$ cat src/rtl/atf_pkg.sv
package atf_pkg;
    // register indices; the command engine and drive logic depend on these
    localparam int unsigned IDX_W       = 3;
    localparam int unsigned NUM_REGS    = 1 << IDX_W;
    localparam logic [IDX_W-1:0] IX_COUNT  = 3'd2;
    localparam logic [IDX_W-1:0] IX_SECTOR = 3'd3;
    localparam logic [IDX_W-1:0] IX_CYL_LO = 3'd4;
    localparam logic [IDX_W-1:0] IX_CYL_HI = 3'd5;
    localparam logic [IDX_W-1:0] IX_DRVHD  = 3'd6;
    localparam logic [IDX_W-1:0] IX_CMD    = 3'd7;

    // drive/head register field positions
    localparam int unsigned HEAD_LSB  = 0;
    localparam int unsigned HEAD_W    = 3;
    localparam int unsigned DRSEL_LSB = 3;

    typedef logic [IDX_W-1:0] reg_idx_t;
endpackage

$ cat src/rtl/atf_reg_bank.sv
module atf_reg_bank
    import atf_pkg::*;
#(
    parameter int unsigned DATA_W = 8,
    parameter int unsigned DRV_W  = 2
) (
    input  logic              clk,
    input  logic              rst,
    input  logic              wr_i,
    input  reg_idx_t          idx_i,
    input  logic [DATA_W-1:0] wdata_i,
    output logic [DATA_W-1:0] regs_o [NUM_REGS],
    output logic [DRV_W-1:0]  drive_o,
    output logic              cmd_fire_o
);
    typedef struct packed {
        logic [NUM_REGS-1:0][DATA_W-1:0] regs;
        logic [DRV_W-1:0]                drive;
    } bank_t;

    bank_t st_d, st_q;

    always_comb begin
        st_d = st_q;
        if (wr_i) begin
            st_d.regs[idx_i] = wdata_i;
            if (idx_i == IX_DRVHD) begin
                st_d.drive = wdata_i[DRSEL_LSB +: DRV_W];
            end
        end
    end

    always_ff @(posedge clk) begin
        if (rst) begin
            st_q <= '0;
        end else begin
            st_q <= st_d;
        end
    end

    for (genvar g = 0; g < NUM_REGS; g++) begin : g_out
        assign regs_o[g] = st_q.regs[g];
    end
    assign drive_o    = st_q.drive;
    assign cmd_fire_o = wr_i && (idx_i == IX_CMD);


    for (genvar g = 0; g < NUM_REGS; g++) begin : g_chk
        reg_store_chk: assert property (@(posedge clk) disable iff (rst)
            (wr_i && idx_i == reg_idx_t'(g)) |=> (regs_o[g] == $past(wdata_i)));
    end


    drive_sel_chk: assert property (@(posedge clk) disable iff (rst)
        (wr_i && idx_i == IX_DRVHD) |=> (drive_o == $past(wdata_i[DRSEL_LSB +: DRV_W])));
endmodule

$ cat src/rtl/atf_drive_table.sv
module atf_drive_table #(
    parameter int unsigned DATA_W     = 8,
    parameter int unsigned NUM_DRIVES = 4,
    parameter int unsigned DRV_W      = 2
) (
    input  logic                clk,
    input  logic                rst,
    input  logic                load_i,
    input  logic [DRV_W-1:0]    load_drive_i,
    input  logic [2*DATA_W-1:0] cyl_i,
    input  logic [DATA_W-1:0]   cnt_i,
    input  logic [DRV_W-1:0]    view_drive_i,
    output logic [2*DATA_W-1:0] view_cyl_o,
    output logic [DATA_W-1:0]   view_cnt_o
);
    localparam int unsigned CYL_W = 2 * DATA_W;

    typedef struct packed {
        logic [NUM_DRIVES-1:0][CYL_W-1:0]  trk;
        logic [NUM_DRIVES-1:0][DATA_W-1:0] cnt;
    } tbl_t;

    tbl_t tb_d, tb_q;
    logic [NUM_DRIVES-1:0] hit;

    for (genvar g = 0; g < NUM_DRIVES; g++) begin : g_hit
        assign hit[g] = load_i && (load_drive_i == DRV_W'(g));
    end

    always_comb begin
        tb_d = tb_q;
        for (int i = 0; i < NUM_DRIVES; i++) begin
            if (hit[i]) begin
                tb_d.trk[i] = cyl_i;
                tb_d.cnt[i] = cnt_i;
            end
        end
    end

    always_ff @(posedge clk) begin
        if (rst) begin
            tb_q <= '0;
        end else begin
            tb_q <= tb_d;
        end
    end

    assign view_cyl_o = tb_q.trk[view_drive_i];
    assign view_cnt_o = tb_q.cnt[view_drive_i];


    load_once_chk: assert property (@(posedge clk) disable iff (rst) $onehot0(hit));

    for (genvar g = 0; g < NUM_DRIVES; g++) begin : g_chk

        slot_load_chk: assert property (@(posedge clk) disable iff (rst)
            hit[g] |=> (tb_q.trk[g] == $past(cyl_i) && tb_q.cnt[g] == $past(cnt_i)));

        slot_hold_chk: assert property (@(posedge clk) disable iff (rst)
            !hit[g] |=> ($stable(tb_q.trk[g]) && $stable(tb_q.cnt[g])));
    end
endmodule

$ cat src/rtl/atf_cmd_strobe.sv
module atf_cmd_strobe (
    input  logic clk,
    input  logic rst,
    input  logic fire_i,
    output logic valid_o
);
    logic valid_d, valid_q;

    always_comb begin
        valid_d = fire_i;
    end

    always_ff @(posedge clk) begin
        if (rst) begin
            valid_q <= 1'b0;
        end else begin
            valid_q <= valid_d;
        end
    end

    assign valid_o = valid_q;


    pulse_src_chk: assert property (@(posedge clk) disable iff (rst)
        valid_o |-> $past(fire_i));
endmodule

$ cat src/rtl/atf_host_regs.sv
module atf_host_regs
    import atf_pkg::*;
#(
    parameter int unsigned DATA_W     = 8,
    parameter int unsigned ADDR_W     = 8,
    parameter int unsigned NUM_DRIVES = 4,
    parameter int unsigned DRV_W      = $clog2(NUM_DRIVES)
) (
    input  logic                clk,
    input  logic                rst,
    input  logic [ADDR_W-1:0]   bus_addr,
    input  logic [DATA_W-1:0]   bus_wdata,
    input  logic                bus_wr,
    input  logic                bus_rd,
    output logic [DATA_W-1:0]   bus_rdata,
    output logic                cmd_valid,
    output logic [DATA_W-1:0]   cmd_code,
    output logic [DRV_W-1:0]    cmd_drive,
    output logic [2:0]          cmd_head,
    output logic [DATA_W-1:0]   cmd_sector,
    output logic [2*DATA_W-1:0] cmd_cyl,
    output logic [DATA_W-1:0]   cmd_count
);
    reg_idx_t          idx;
    logic [DATA_W-1:0] regs [NUM_REGS];
    logic [DRV_W-1:0]  drive;
    logic              fire;

    assign idx = bus_addr[IDX_W-1:0];

    atf_reg_bank #(.DATA_W(DATA_W), .DRV_W(DRV_W)) u_bank (
        .clk        (clk),
        .rst        (rst),
        .wr_i       (bus_wr),
        .idx_i      (idx),
        .wdata_i    (bus_wdata),
        .regs_o     (regs),
        .drive_o    (drive),
        .cmd_fire_o (fire)
    );

    atf_drive_table #(.DATA_W(DATA_W), .NUM_DRIVES(NUM_DRIVES), .DRV_W(DRV_W)) u_table (
        .clk          (clk),
        .rst          (rst),
        .load_i       (fire),
        .load_drive_i (drive),
        .cyl_i        ({regs[IX_CYL_HI], regs[IX_CYL_LO]}),
        .cnt_i        (regs[IX_COUNT]),
        .view_drive_i (drive),
        .view_cyl_o   (cmd_cyl),
        .view_cnt_o   (cmd_count)
    );

    atf_cmd_strobe u_strobe (
        .clk     (clk),
        .rst     (rst),
        .fire_i  (fire),
        .valid_o (cmd_valid)
    );

    always_comb begin
        bus_rdata = '0;
        if (bus_rd) begin
            bus_rdata = regs[idx];
        end
    end

    assign cmd_code   = regs[IX_CMD];
    assign cmd_drive  = drive;
    assign cmd_head   = regs[IX_DRVHD][HEAD_LSB +: HEAD_W];
    assign cmd_sector = regs[IX_SECTOR];


    idle_read_chk: assert property (@(posedge clk) disable iff (rst)
        !bus_rd |-> (bus_rdata == '0));


    cmd_pulse_chk: assert property (@(posedge clk) disable iff (rst)
        (bus_wr && bus_addr[2:0] == 3'd7) |=> cmd_valid);
endmodule

$ cat config.mk
export PLATFORM = sky130hd
export DESIGN_NAME = atf_host_regs
export DESIGN_NICKNAME = d
export VERILOG_FILES = /design/src/rtl/atf_pkg.sv /design/src/rtl/atf_reg_bank.sv /design/src/rtl/atf_drive_table.sv /design/src/rtl/atf_cmd_strobe.sv /design/src/rtl/atf_host_regs.sv
export SDC_FILE = /design/constraint.sdc
export NUM_CORES = 1
export LEC_CHECK = 0
export CAP_MARGIN = 10
export CORE_UTILIZATION = 50
export CTS_BUF_LIST = sky130_fd_sc_hd__clkbuf_16
export DETAILED_ROUTE_END_ITERATION = 12
export GPL_TIMING_DRIVEN = 0
export PLACE_DENSITY = 0.71
export SYNTH_ARGS = -nofsm -noshare
export SYNTH_HDL_FRONTEND = slang
export SYNTH_HIERARCHICAL = 1
export SYNTH_SLANG_ARGS = --single-unit
$ cat constraint.sdc
create_clock -name clk -period 1.9 [get_ports clk]
set_input_delay 0.19 -clock clk [delete_from_list [all_inputs] [get_ports clk]]
set_output_delay 0.19 -clock clk [all_outputs]
set_load 0.02 [all_outputs]
==> results_dict.tcl <==
set metrics [dict create \
    outcome "complete, but fails checks" \
    violations "DRC, setup timing" \
    dp_hpwl_microns 13000 \
    leakagePower_nw 4.17 \
    critPathCaptureType "output pin" \
    finalClockSkew_ns 0.00748 \
    dp_cells 902 \
    drive_above_1_share 0.225 \
    p_switching_mw 1.63 \
    htreeDepth 4 \
    synth_top_family_by_area "multiplexers" \
    fin_hold_ws_ns 0.376 \
    clock.fmax_mhz 513 \
    synth_fa_ha_area_frac 0 \
    yosys-top-cells-count "nand2b_1 (194), mux2i_1 (170), dfxtp_1 (163)" \
    antenna_left 0 \
    final_hold_viol_count 0 \
    grt_pass1_vias 5598 \
    synth_edf_count 0 \
    p_int_mw 5.72 \
    core_area_sq_mm 0.0147 \
    clkSinkCount 163 \
    crit_path_start "u_bank/drive_o[1]" \
    grt_max_degree 17 \
    start_util 0.519 \
    ys_ff_latch 163 \
    syn_area_per_cell_sq_um 11.7 \
    synth-async-reset-ratio 0 \
    comb_power_share 0.067 \
    fill_cells 1153 \
    p_clk_frac 0.460 \
    grt_pass1_wl_microns 30500 \
    rsz0062_at_grt "true" \
    io_buffers 68 \
    synthCells 650 \
    postLayoutSetupSlackWorst_ns -0.0480 \
    crit_type "flip-flop to output pin" \
    path_clk_slew_ns 0.06 \
    synth.most_common_cell "nand2b_1" \
    synth_xor_area_frac 0 \
    hold_buffers 0 \
    root_buffer "clkbuf_16" \
    slew_viol_final 0 \
    gr-usage-all-layers 0.256 \
    final_util 0.640 \
    p_per_area_mw_per_mm2 782 \
    die_w_microns 126 \
    viasPerCell 5.52 \
    period_share 1.03 \
    synthesis.area_sq_mm 0.00763 \
    r2r-start "u_bank/drive_o[0]" \
    final_nets 778 \
    power_mw 7.35 \
    synthTopCellsByArea "dfxtp_1 (43%), mux2i_1 (22%), nand2b_1 (16%)" \
    synthSimpleGateAreaFrac 0.184 \
    final_cell_area_sq_mm 0.00940 \
    setup_tns_ns -0.103 \
    layout.cells.non_filler 954 \
    yosys.area.top_type_share 0.428 \
    first_pass_iters 8 \
    grt_overflow 0 \
    clockBufferDepth 2 \
    slew-limit-headroom 0.586 \
    path_max_fanout 5 \
    cp.required_ns 1.71 \
    rows 44 \
    ir_drop_mv 0.625 \
    start_kind "flip-flop" \
    maxCapViolCount 0 \
    holdCritStartpoint "bus_addr[1]" \
    io_pins 74 \
    seq_power_share 0.472 \
    die_y_microns 126 \
    synth_nets 670 \
    yosysWarnings 6 \
    synth_cell_types 25 \
    tightestPinTransition_ns 0.620 \
    clkLatencyLatePin_ns 0.42 \
    drt_iter0_drc 317 \
    avgRoutedWirePerCell_microns 20.1 \
    area_growth_pct 23.2 \
    placed_area_sq_mm 0.00854 \
    arrival_ns 1.76 \
    switching_share 0.221 \
    min_period_ns 1.95 \
    synth_compound_area_frac 0 \
    cts_tree "yes" \
    drt_wl_total_microns 19200 \
    vias 5267 \
    hold_class "input port to flip-flop" \
    numCtsBuffers 17 \
    antenna_found_initial 0 \
    diodes 0 \
    ys.flop_type "dfxtp_1" \
    synth_mux_area_frac 0.345 \
    setup_viol 6 \
    place_ws_ns -0.958 \
    yosysTopAreaCell "dfxtp_1" \
    drc 2 \
    dieArea_sq_mm 0.0158 \
    seq_area_frac_synth 0.428 \
    gp_congestion 0.827 \
]
==> worst max-delay path, stage by stage, from the launching register on <==
cell and delay (ns):
dfxtp_4 0.37, buf_8 0.13, buf_12 0.14, mux4_2 0.53, buf_6 0.15
==> sequential cells by signal, indices dropped and copies added (netlist names) <==
name              cells
u_strobe/valid_o      1
u_table/tb_q         96
u_bank/drive_o        2
u_bank/regs_o        64
==> layout by cell type (no fill, tap or decap), types with 2 or more instances in the layout <==
cell / count
buf_12: 6
buf_16: 2
buf_2: 22
buf_4: 24
buf_6: 26
buf_8: 4
bufinv_16: 3
clkbuf_1: 27
clkbuf_16: 17
clkdlybuf4s50_1: 34
clkinv_2: 5
clkinvlp_4: 3
dfxtp_1: 148
dfxtp_2: 10
dfxtp_4: 5
inv_1: 4
mux2i_1: 169
mux4_1: 3
mux4_2: 37
nand2b_1: 194
nand4b_1: 3
nand4bb_1: 2
nor2_1: 8
==> cells by family (layout without fill, tap and decap cells) <==
logic type,Yosys count,after routing
flops,163,163
simple gates,217,217
mux,210,210
buf+inv,60,180
==> layer usage <==
metal | global-route usage | vias to the layer above | part of all wire
li1 | - | 2467 | -
met1 | 0.332 | 2669 | 0.46
met2 | 0.432 | 105 | 0.49
met3 | 0.0432 | 26 | 0.032
met4 | 0.0861 | 0 | 0.016
met5 | 0 | - | 0
==> final timing paths <==
kind | end | slack (ns) | depth (start not counted)
min | u_bank/regs_o[60] | 0.38 | 4
max reg2reg | u_table/tb_q[67] | 0.29 | 6
min reg2reg | u_table/tb_q[61] | 0.47 | 2
max | cmd_cyl[14] | -0.05 | 4
==> cell type report <==
class                      instances  area [sq um]  area share
buffer                            57           395      0.0421
clock buffer                      17           425      0.0453
clock inverter                    14           149      0.0158
inverter                           2          7.51    0.000799
multi-input combinational        427          4020       0.428
sequential                       163          3290       0.350
tap                              184           230      0.0245
timing repair buffer              90           880      0.0936
==> power groups by stage <==
stage	Combinational, mW	Clock [mW]	Sequential, mW
after detailed placement	0.453	0	3.55
after floorplan	0.281	0	3.55
after global placement	0.447	0	3.55
after global routing	0.520	3.56	3.47
final	0.495	3.38	3.47
after CTS	0.482	3.42	3.47
==> repair_timing <==
action,4_1_cts,5_1_grt
buffers inserted,10,10
gates cloned,2,0
pin swaps,1,2
setup endpoints to repair,129,26
resized for setup,196,32
Note: power is estimated with default switching activity, not from simulation.
